## config.mk

```make
export PLATFORM = sky130hd
export DESIGN_NAME = io_wait_bridge
export DESIGN_NICKNAME = d
export VERILOG_FILES = /design/src/rtl/iow_pkg.sv /design/src/rtl/iow_decode.sv /design/src/rtl/iow_seq.sv /design/src/rtl/iow_targets.sv /design/src/rtl/io_wait_bridge.sv
export SDC_FILE = /design/constraint.sdc
export NUM_CORES = 1
export LEC_CHECK = 0
export BUFFER_PORTS_ARGS = -buffer_cell sky130_fd_sc_hd__buf_4
export CORE_ASPECT_RATIO = 1.5
export CORE_MARGIN = 4
export CORE_UTILIZATION = 45
export DETAILED_ROUTE_END_ITERATION = 16
export HOLD_SLACK_MARGIN = 0.08
export PLACE_DENSITY = 0.78
export SKIP_LAST_GASP = 1
export SLEW_MARGIN = 10
export SYNTH_ARGS = -nofsm -noshare
export SYNTH_HDL_FRONTEND = slang
export SYNTH_HIERARCHICAL = 1
export SYNTH_SLANG_ARGS = --single-unit
```

## constraint.sdc

```tcl
create_clock -name clk -period 6.5 [get_ports clk]
set_clock_uncertainty 0.15 [all_clocks]
set_input_delay 0.975 -clock clk [delete_from_list [all_inputs] [get_ports clk]]
set_output_delay 0.975 -clock clk [all_outputs]
set_load 0.02 [all_outputs]
```

## src/rtl/iow_pkg.sv

```systemverilog
`timescale 1ns/1ps
package iow_pkg;

  typedef enum logic [1:0] {
    SQ_IDLE = 2'd0,
    SQ_SVC  = 2'd1,
    SQ_REL  = 2'd2
  } seq_e;

  typedef enum logic [2:0] {
    TG_STAT = 3'd0,
    TG_DATA = 3'd1,
    TG_VEC  = 3'd2,
    TG_IEN  = 3'd3,
    TG_BOOT = 3'd4,
    TG_NONE = 3'd5
  } tgt_e;

  // Status layout: bit0 rx waiting, bit1 tx ready, bit2 end of stream.
  function automatic logic [7:0] status_byte(input logic rx_w, input logic tx_r,
                                             input logic eos);
    return {5'b00000, eos, tx_r, rx_w};
  endfunction

  // A target may complete the service step in this clock.
  function automatic logic target_ready(input tgt_e t, input logic rd, input logic wr,
                                        input logic bvalid, input logic bend,
                                        input logic txr);
    logic r;
    r = 1'b1;
    if (t == TG_BOOT && rd) r = bvalid | bend;
    if (t == TG_DATA && wr) r = txr;
    return r;
  endfunction

endpackage

```

## src/rtl/iow_decode.sv

```systemverilog
`timescale 1ns/1ps
module iow_decode
  import iow_pkg::*;
#(
  parameter int AW = 8,
  parameter int PW = 6,
  parameter logic [PW-1:0] P_STAT = 6'h00,
  parameter logic [PW-1:0] P_DATA = 6'h01,
  parameter logic [PW-1:0] P_VEC  = 6'h02,
  parameter logic [PW-1:0] P_IEN  = 6'h03,
  parameter logic [PW-1:0] P_BOOT = 6'h3F
) (
  input  logic [AW-1:0] addr,
  output tgt_e          tgt
);
  logic [PW-1:0] port;
  assign port = addr[PW-1:0];

  generate
    if (AW > PW) begin : g_hi
      logic addr_hi_unused;
      assign addr_hi_unused = ^addr[AW-1:PW];
    end
  endgenerate

  always_comb begin
    tgt = TG_NONE;
    if (port == P_STAT) tgt = TG_STAT;
    if (port == P_DATA) tgt = TG_DATA;
    if (port == P_VEC)  tgt = TG_VEC;
    if (port == P_IEN)  tgt = TG_IEN;
    if (port == P_BOOT) tgt = TG_BOOT;
  end
endmodule

```

## src/rtl/iow_seq.sv

```systemverilog
`timescale 1ns/1ps
module iow_seq
  import iow_pkg::*;
(
  input  logic clk,
  input  logic rst_n,
  input  logic io_active,
  input  logic done_c,
  output logic wait_n,
  output logic svc_act,
  output logic svc_done
);
  seq_e st_q, st_d;

  assign svc_act  = (st_q == SQ_SVC) && io_active;
  assign svc_done = svc_act && done_c;
  assign wait_n   = !(io_active && (st_q != SQ_REL));

  always_comb begin
    st_d = st_q;
    case (st_q)
      SQ_IDLE: if (io_active) st_d = SQ_SVC;
      SQ_SVC:  if (!io_active) st_d = SQ_IDLE;
               else if (done_c) st_d = SQ_REL;
      SQ_REL:  if (!io_active) st_d = SQ_IDLE;
      default: st_d = SQ_IDLE;
    endcase
  end

  always_ff @(posedge clk or negedge rst_n) begin
    if (!rst_n) st_q <= SQ_IDLE;
    else        st_q <= st_d;
  end

  // wait rises one clock after the service-done pulse
  a_r1_release_after_done: assert property (@(posedge clk) disable iff (!rst_n)
    svc_done |=> wait_n);
  // a pending service keeps wait low while the cycle lasts
  a_r1_hold_while_pending: assert property (@(posedge clk) disable iff (!rst_n)
    (svc_act && !done_c) |=> (!wait_n || !io_active));
endmodule

```

## src/rtl/iow_targets.sv

```systemverilog
`timescale 1ns/1ps
module iow_targets
  import iow_pkg::*;
#(
  parameter int DW = 8,
  parameter logic [DW-1:0] VEC_INIT = 8'hE0
) (
  input  logic          clk,
  input  logic          rst_n,
  input  tgt_e          tgt,
  input  logic          rd,
  input  logic          wr,
  input  logic          svc_done,
  input  logic [DW-1:0] din,
  output logic          done_c,
  output logic [DW-1:0] rdata,
  output logic [DW-1:0] vec,
  output logic          int_req,
  input  logic          boot_valid,
  input  logic [DW-1:0] boot_data,
  input  logic          boot_end,
  output logic          boot_ready,
  output logic [DW-1:0] tx_data,
  output logic          tx_valid,
  input  logic          tx_ready,
  input  logic [DW-1:0] rx_data,
  input  logic          rx_valid,
  output logic          rx_ready
);
  logic [DW-1:0] vec_q, rdata_q, rval_c;
  logic          ien_q, eos_q;
  logic          wr_vec, wr_ien, eos_hit;

  assign done_c = target_ready(tgt, rd, wr, boot_valid, boot_end, tx_ready);

  always_comb begin
    case (tgt)
      TG_STAT: rval_c = DW'(status_byte(rx_valid, tx_ready, eos_q));
      TG_DATA: rval_c = rx_valid ? rx_data : '0;
      TG_VEC:  rval_c = vec_q;
      TG_IEN:  rval_c = {{(DW-1){1'b0}}, ien_q};
      TG_BOOT: rval_c = boot_valid ? boot_data : '1;
      default: rval_c = '1;
    endcase
  end

  assign boot_ready = svc_done && rd && (tgt == TG_BOOT) && boot_valid;
  assign eos_hit    = svc_done && rd && (tgt == TG_BOOT) && !boot_valid;
  assign rx_ready   = svc_done && rd && (tgt == TG_DATA) && rx_valid;
  assign tx_valid   = svc_done && wr && (tgt == TG_DATA);
  assign tx_data    = din;
  assign wr_vec     = svc_done && wr && (tgt == TG_VEC);
  assign wr_ien     = svc_done && wr && (tgt == TG_IEN);

  always_ff @(posedge clk or negedge rst_n) begin
    if (!rst_n) begin
      vec_q   <= VEC_INIT;
      ien_q   <= 1'b0;
      eos_q   <= 1'b0;
      rdata_q <= '1;
    end else begin
      if (wr_vec) vec_q <= din;
      if (wr_ien) ien_q <= din[0];
      if (eos_hit) eos_q <= 1'b1;
      if (svc_done && rd) rdata_q <= rval_c;
    end
  end

  assign rdata   = rdata_q;
  assign vec     = vec_q;
  assign int_req = ien_q && rx_valid;

  // a pop only happens when a byte is offered
  a_r3_pop_needs_byte: assert property (@(posedge clk) disable iff (!rst_n)
    boot_ready |-> boot_valid);
  // end-of-stream flag never clears without reset
  a_r4_eos_sticky: assert property (@(posedge clk) disable iff (!rst_n)
    eos_q |=> eos_q);
  // transmit strobe only with room in the transmitter
  a_r5_tx_needs_room: assert property (@(posedge clk) disable iff (!rst_n)
    tx_valid |-> tx_ready);
  // receive pop only with a byte waiting
  a_r6_rx_pop_needs_byte: assert property (@(posedge clk) disable iff (!rst_n)
    rx_ready |-> rx_valid);
  // one pop per serviced read, never two clocks in a row
  a_r3_single_pop: assert property (@(posedge clk) disable iff (!rst_n)
    boot_ready |=> !boot_ready);
endmodule

```

## src/rtl/io_wait_bridge.sv

```systemverilog
`timescale 1ns/1ps
module io_wait_bridge
  import iow_pkg::*;
#(
  parameter int AW = 8,
  parameter int PW = 6,
  parameter int DW = 8,
  parameter logic [DW-1:0] VEC_INIT = 8'hE0
) (
  input  logic          clk,
  input  logic          rst_n,
  input  logic [AW-1:0] cpu_addr,
  input  logic [DW-1:0] cpu_din,
  output logic [DW-1:0] cpu_dout,
  output logic          cpu_doe,
  input  logic          iorq_n,
  input  logic          rd_n,
  input  logic          wr_n,
  input  logic          m1_n,
  output logic          wait_n,
  output logic          int_n,
  input  logic          boot_valid,
  input  logic [DW-1:0] boot_data,
  input  logic          boot_end,
  output logic          boot_ready,
  output logic [DW-1:0] tx_data,
  output logic          tx_valid,
  input  logic          tx_ready,
  input  logic [DW-1:0] rx_data,
  input  logic          rx_valid,
  output logic          rx_ready
);
  logic io_active, io_rd, io_wr, int_ack;
  logic done_c, svc_act, svc_done, int_req;
  logic [DW-1:0] rdata, vec;
  tgt_e tgt;

  assign io_rd     = !iorq_n && m1_n && !rd_n;
  assign io_wr     = !iorq_n && m1_n && rd_n && !wr_n;
  assign io_active = io_rd || io_wr;
  assign int_ack   = !iorq_n && !m1_n;

  iow_decode #(.AW(AW), .PW(PW)) u_dec (
    .addr(cpu_addr), .tgt(tgt)
  );

  iow_seq u_seq (
    .clk(clk), .rst_n(rst_n), .io_active(io_active), .done_c(done_c),
    .wait_n(wait_n), .svc_act(svc_act), .svc_done(svc_done)
  );

  iow_targets #(.DW(DW), .VEC_INIT(VEC_INIT)) u_tgt (
    .clk(clk), .rst_n(rst_n), .tgt(tgt), .rd(io_rd), .wr(io_wr),
    .svc_done(svc_done), .din(cpu_din), .done_c(done_c), .rdata(rdata),
    .vec(vec), .int_req(int_req),
    .boot_valid(boot_valid), .boot_data(boot_data), .boot_end(boot_end),
    .boot_ready(boot_ready), .tx_data(tx_data), .tx_valid(tx_valid),
    .tx_ready(tx_ready), .rx_data(rx_data), .rx_valid(rx_valid),
    .rx_ready(rx_ready)
  );

  assign cpu_doe  = io_rd || int_ack;
  assign cpu_dout = int_ack ? vec : rdata;
  assign int_n    = !int_req;

  // the bus is only driven inside an IO request
  a_r8_drive_in_cycle: assert property (@(posedge clk) disable iff (!rst_n)
    cpu_doe |-> !iorq_n);
  // interrupt only while a received byte waits
  a_r9_int_source: assert property (@(posedge clk) disable iff (!rst_n)
    !int_n |-> rx_valid);
  // a write keeps wait low while the transmitter is busy
  a_r1_tx_stall: assert property (@(posedge clk) disable iff (!rst_n)
    (svc_act && io_wr && !tx_ready && tgt == TG_DATA) |-> !wait_n);
  // acknowledge never waits
  a_r10_ack_no_wait: assert property (@(posedge clk) disable iff (!rst_n)
    int_ack |-> wait_n);
endmodule

```

==> impl_metrics.ini <==
[outcome]
status = complete, no violations

[timing]
slew_headroom_pct = 55.5
finalSetupTns_ns = 0
hold_violations = 0
tightestPinTransition_ns = 0.664
timing.hold.ws_ns = 0.335
fmax_mhz = 199
post-route-period-util_pct = 77.2
slew_violations = 0
fin_ws_ns = 1.48
period_needed_ns = 5.02
rsz0062_at_grt = false
setup_viol = 0

[finish]
syn2layout_area_growth_pct = 34.3
diodes = 0
fin_nets = 236
drive_gt1_share_pct = 50.3
post-route-util_pct = 63.4
n_fill_cell = 263
final_cell_count_no_fill = 232
final_cell_area_mm2 = 0.00185

[setup_path]
worst_setup_path_start_kind = input pin
crit_slowest_cell = or4_4
crit_chain = buf_4 > or4_4 > o22a_1 > nand3b_1 > nor2_1 > o21bai_1 > nand2_1 > nor2_1 > and2_1 > nand3_1 > nor2_1 > buf_4
slowest_delay_ns = 0.65
cp.buffers_inverters = 2
crit_path_max_fanout = 19
critical_path_class = input pin to output port
crit_family = simple AND/OR/NAND/NOR gates
end_kind = output port
arrival_ns = 3.89
crit_required_ns = 5.37
crit_path_frequent_cell = nor2_1
r2r_setup_slack_ns = 4.32

[die]
die_w_um = 53.2
die_y_um = 75.7
start_util_pct = 47.3
ios = 64
design.core.area_mm2 = 0.00291
rows = 24
die_area_mm2 = 0.00403

[place]
place_area_mm2 = 0.00179
gp_congestion = 0.874
place_inst = 228
io_buffers = 61
dpl_worst_slack_ns = 1.47
place.detailed.hpwl_um = 2870

[routing]
drtIter0Drc = 30
dr.pass1.iters = 4
routed_wl_um = 3660
viasPerCell = 5.51
post_drt_wl_per_cell_um = 15.8
ant_nets = 0
via_count = 1278
drc = 0

[cts]
cts-root-buf = clkbuf_8
cts.sink_count = 20
clkTransAtPathRegs_ns = 0.07
clockBufferDepth = 2
clock_latency_ns = 0.25
numCtsBuffers = 3
postCtsHoldBufs = 0
cts_tree = built
htree_levels = 1
cts_setup_buffers = 0
ctsResizeCount = 0

[grt]
overflow = 0
antenna_found_initial = 0
track_usage_pct = 19.3
grt_pass1_vias = 1318
grt_pass1_wl_um = 5820
grt_max_degree = 21

[yosys]
yosysWarnings = 6
synth_cells = 143
syn-mean-instance-area_um2 = 9.62
syn_nets = 185
netlist_area_mm2 = 0.00138

[power]
switching_share_pct = 26.1
clkPwrFrac_pct = 30.1
powerDensity_mw_per_mm2 = 170
p_int_mw = 0.232
max-vdd-ir-drop_uv = 119
p_seq_share_pct = 45.0
p_sw_mw = 0.0817
comb_power_share_pct = 24.9
p_total_mw = 0.314
p_leak_nw = 0.865

[worst_hold_path]
hold_class = flop to flop

[flow_run]
maxCapViolations = 0
[placed cells by master (no fill, tap or decap), drive strengths merged, types with 2 or more instances in the layout]
cell	n
buf	61
mux2	18
nor2	12
nand2	11
dfstp	11
dfrtp	9
nand2b	7
o21ai	7
a22oi	6
a21oi	6
inv	5
o21a	5
clkbuf	4
and2	4
o211ai	4
nor2b	3
nor3b	2
nand3b	2
o21bai	2
[cell type report]
cell class,count,area [µm²],share of cell area (%)
Clock buffer,4,55.1,2.98
Tap cell,39,48.8,2.64
Timing Repair Buffer,61,458,24.8
Inverter,5,18.8,1.02
Multi-Input combinational cell,103,753,40.8
Sequential cell,20,514,27.8
[power by group through the flow]
stage	Clock (mW)	Sequential (mW)	Combinational [mW]
after floorplan	0	0.142	0.0412
after global placement	0	0.143	0.0766
after detailed placement	0	0.143	0.0786
after CTS	0.0957	0.141	0.0789
after global routing	0.102	0.142	0.0847
final	0.0945	0.141	0.0781
[final timing paths]
kind / startpoint / end / cells past startpoint
max in group asynchronous: rst_n / u_tgt/rdata[5] / 1
worst max-delay path: cpu_addr[5] / boot_ready / 12
worst min-delay path: u_seq/st_q[0] / u_seq/st_q[0] / 1
worst min register to register: u_seq/st_q[0] / u_seq/st_q[0] / 1
min in group asynchronous: rst_n / u_tgt/vec[3] / 1
worst max register to register: u_seq/st_q[1] / u_tgt/vec[4] / 5
[metal layers]
layer	wire, µm	vias up	GRT usage (%)
met5	0	-	0
met2	1840	65	35.1
li1	-	604	-
met1	1440	602	21.8
met4	70	0	7.10
met3	305	7	3.91
[state kept, by name, summed over array words and instances, names as in the netlist]
| name | count |
|---|---|
| u_tgt/rdata | 8 |
| u_tgt/vec | 8 |
| u_seq/st_q | 2 |
| u_tgt/eos_q | 1 |
| u_tgt/ien_q | 1 |
Power figures use the tool's default switching activity.
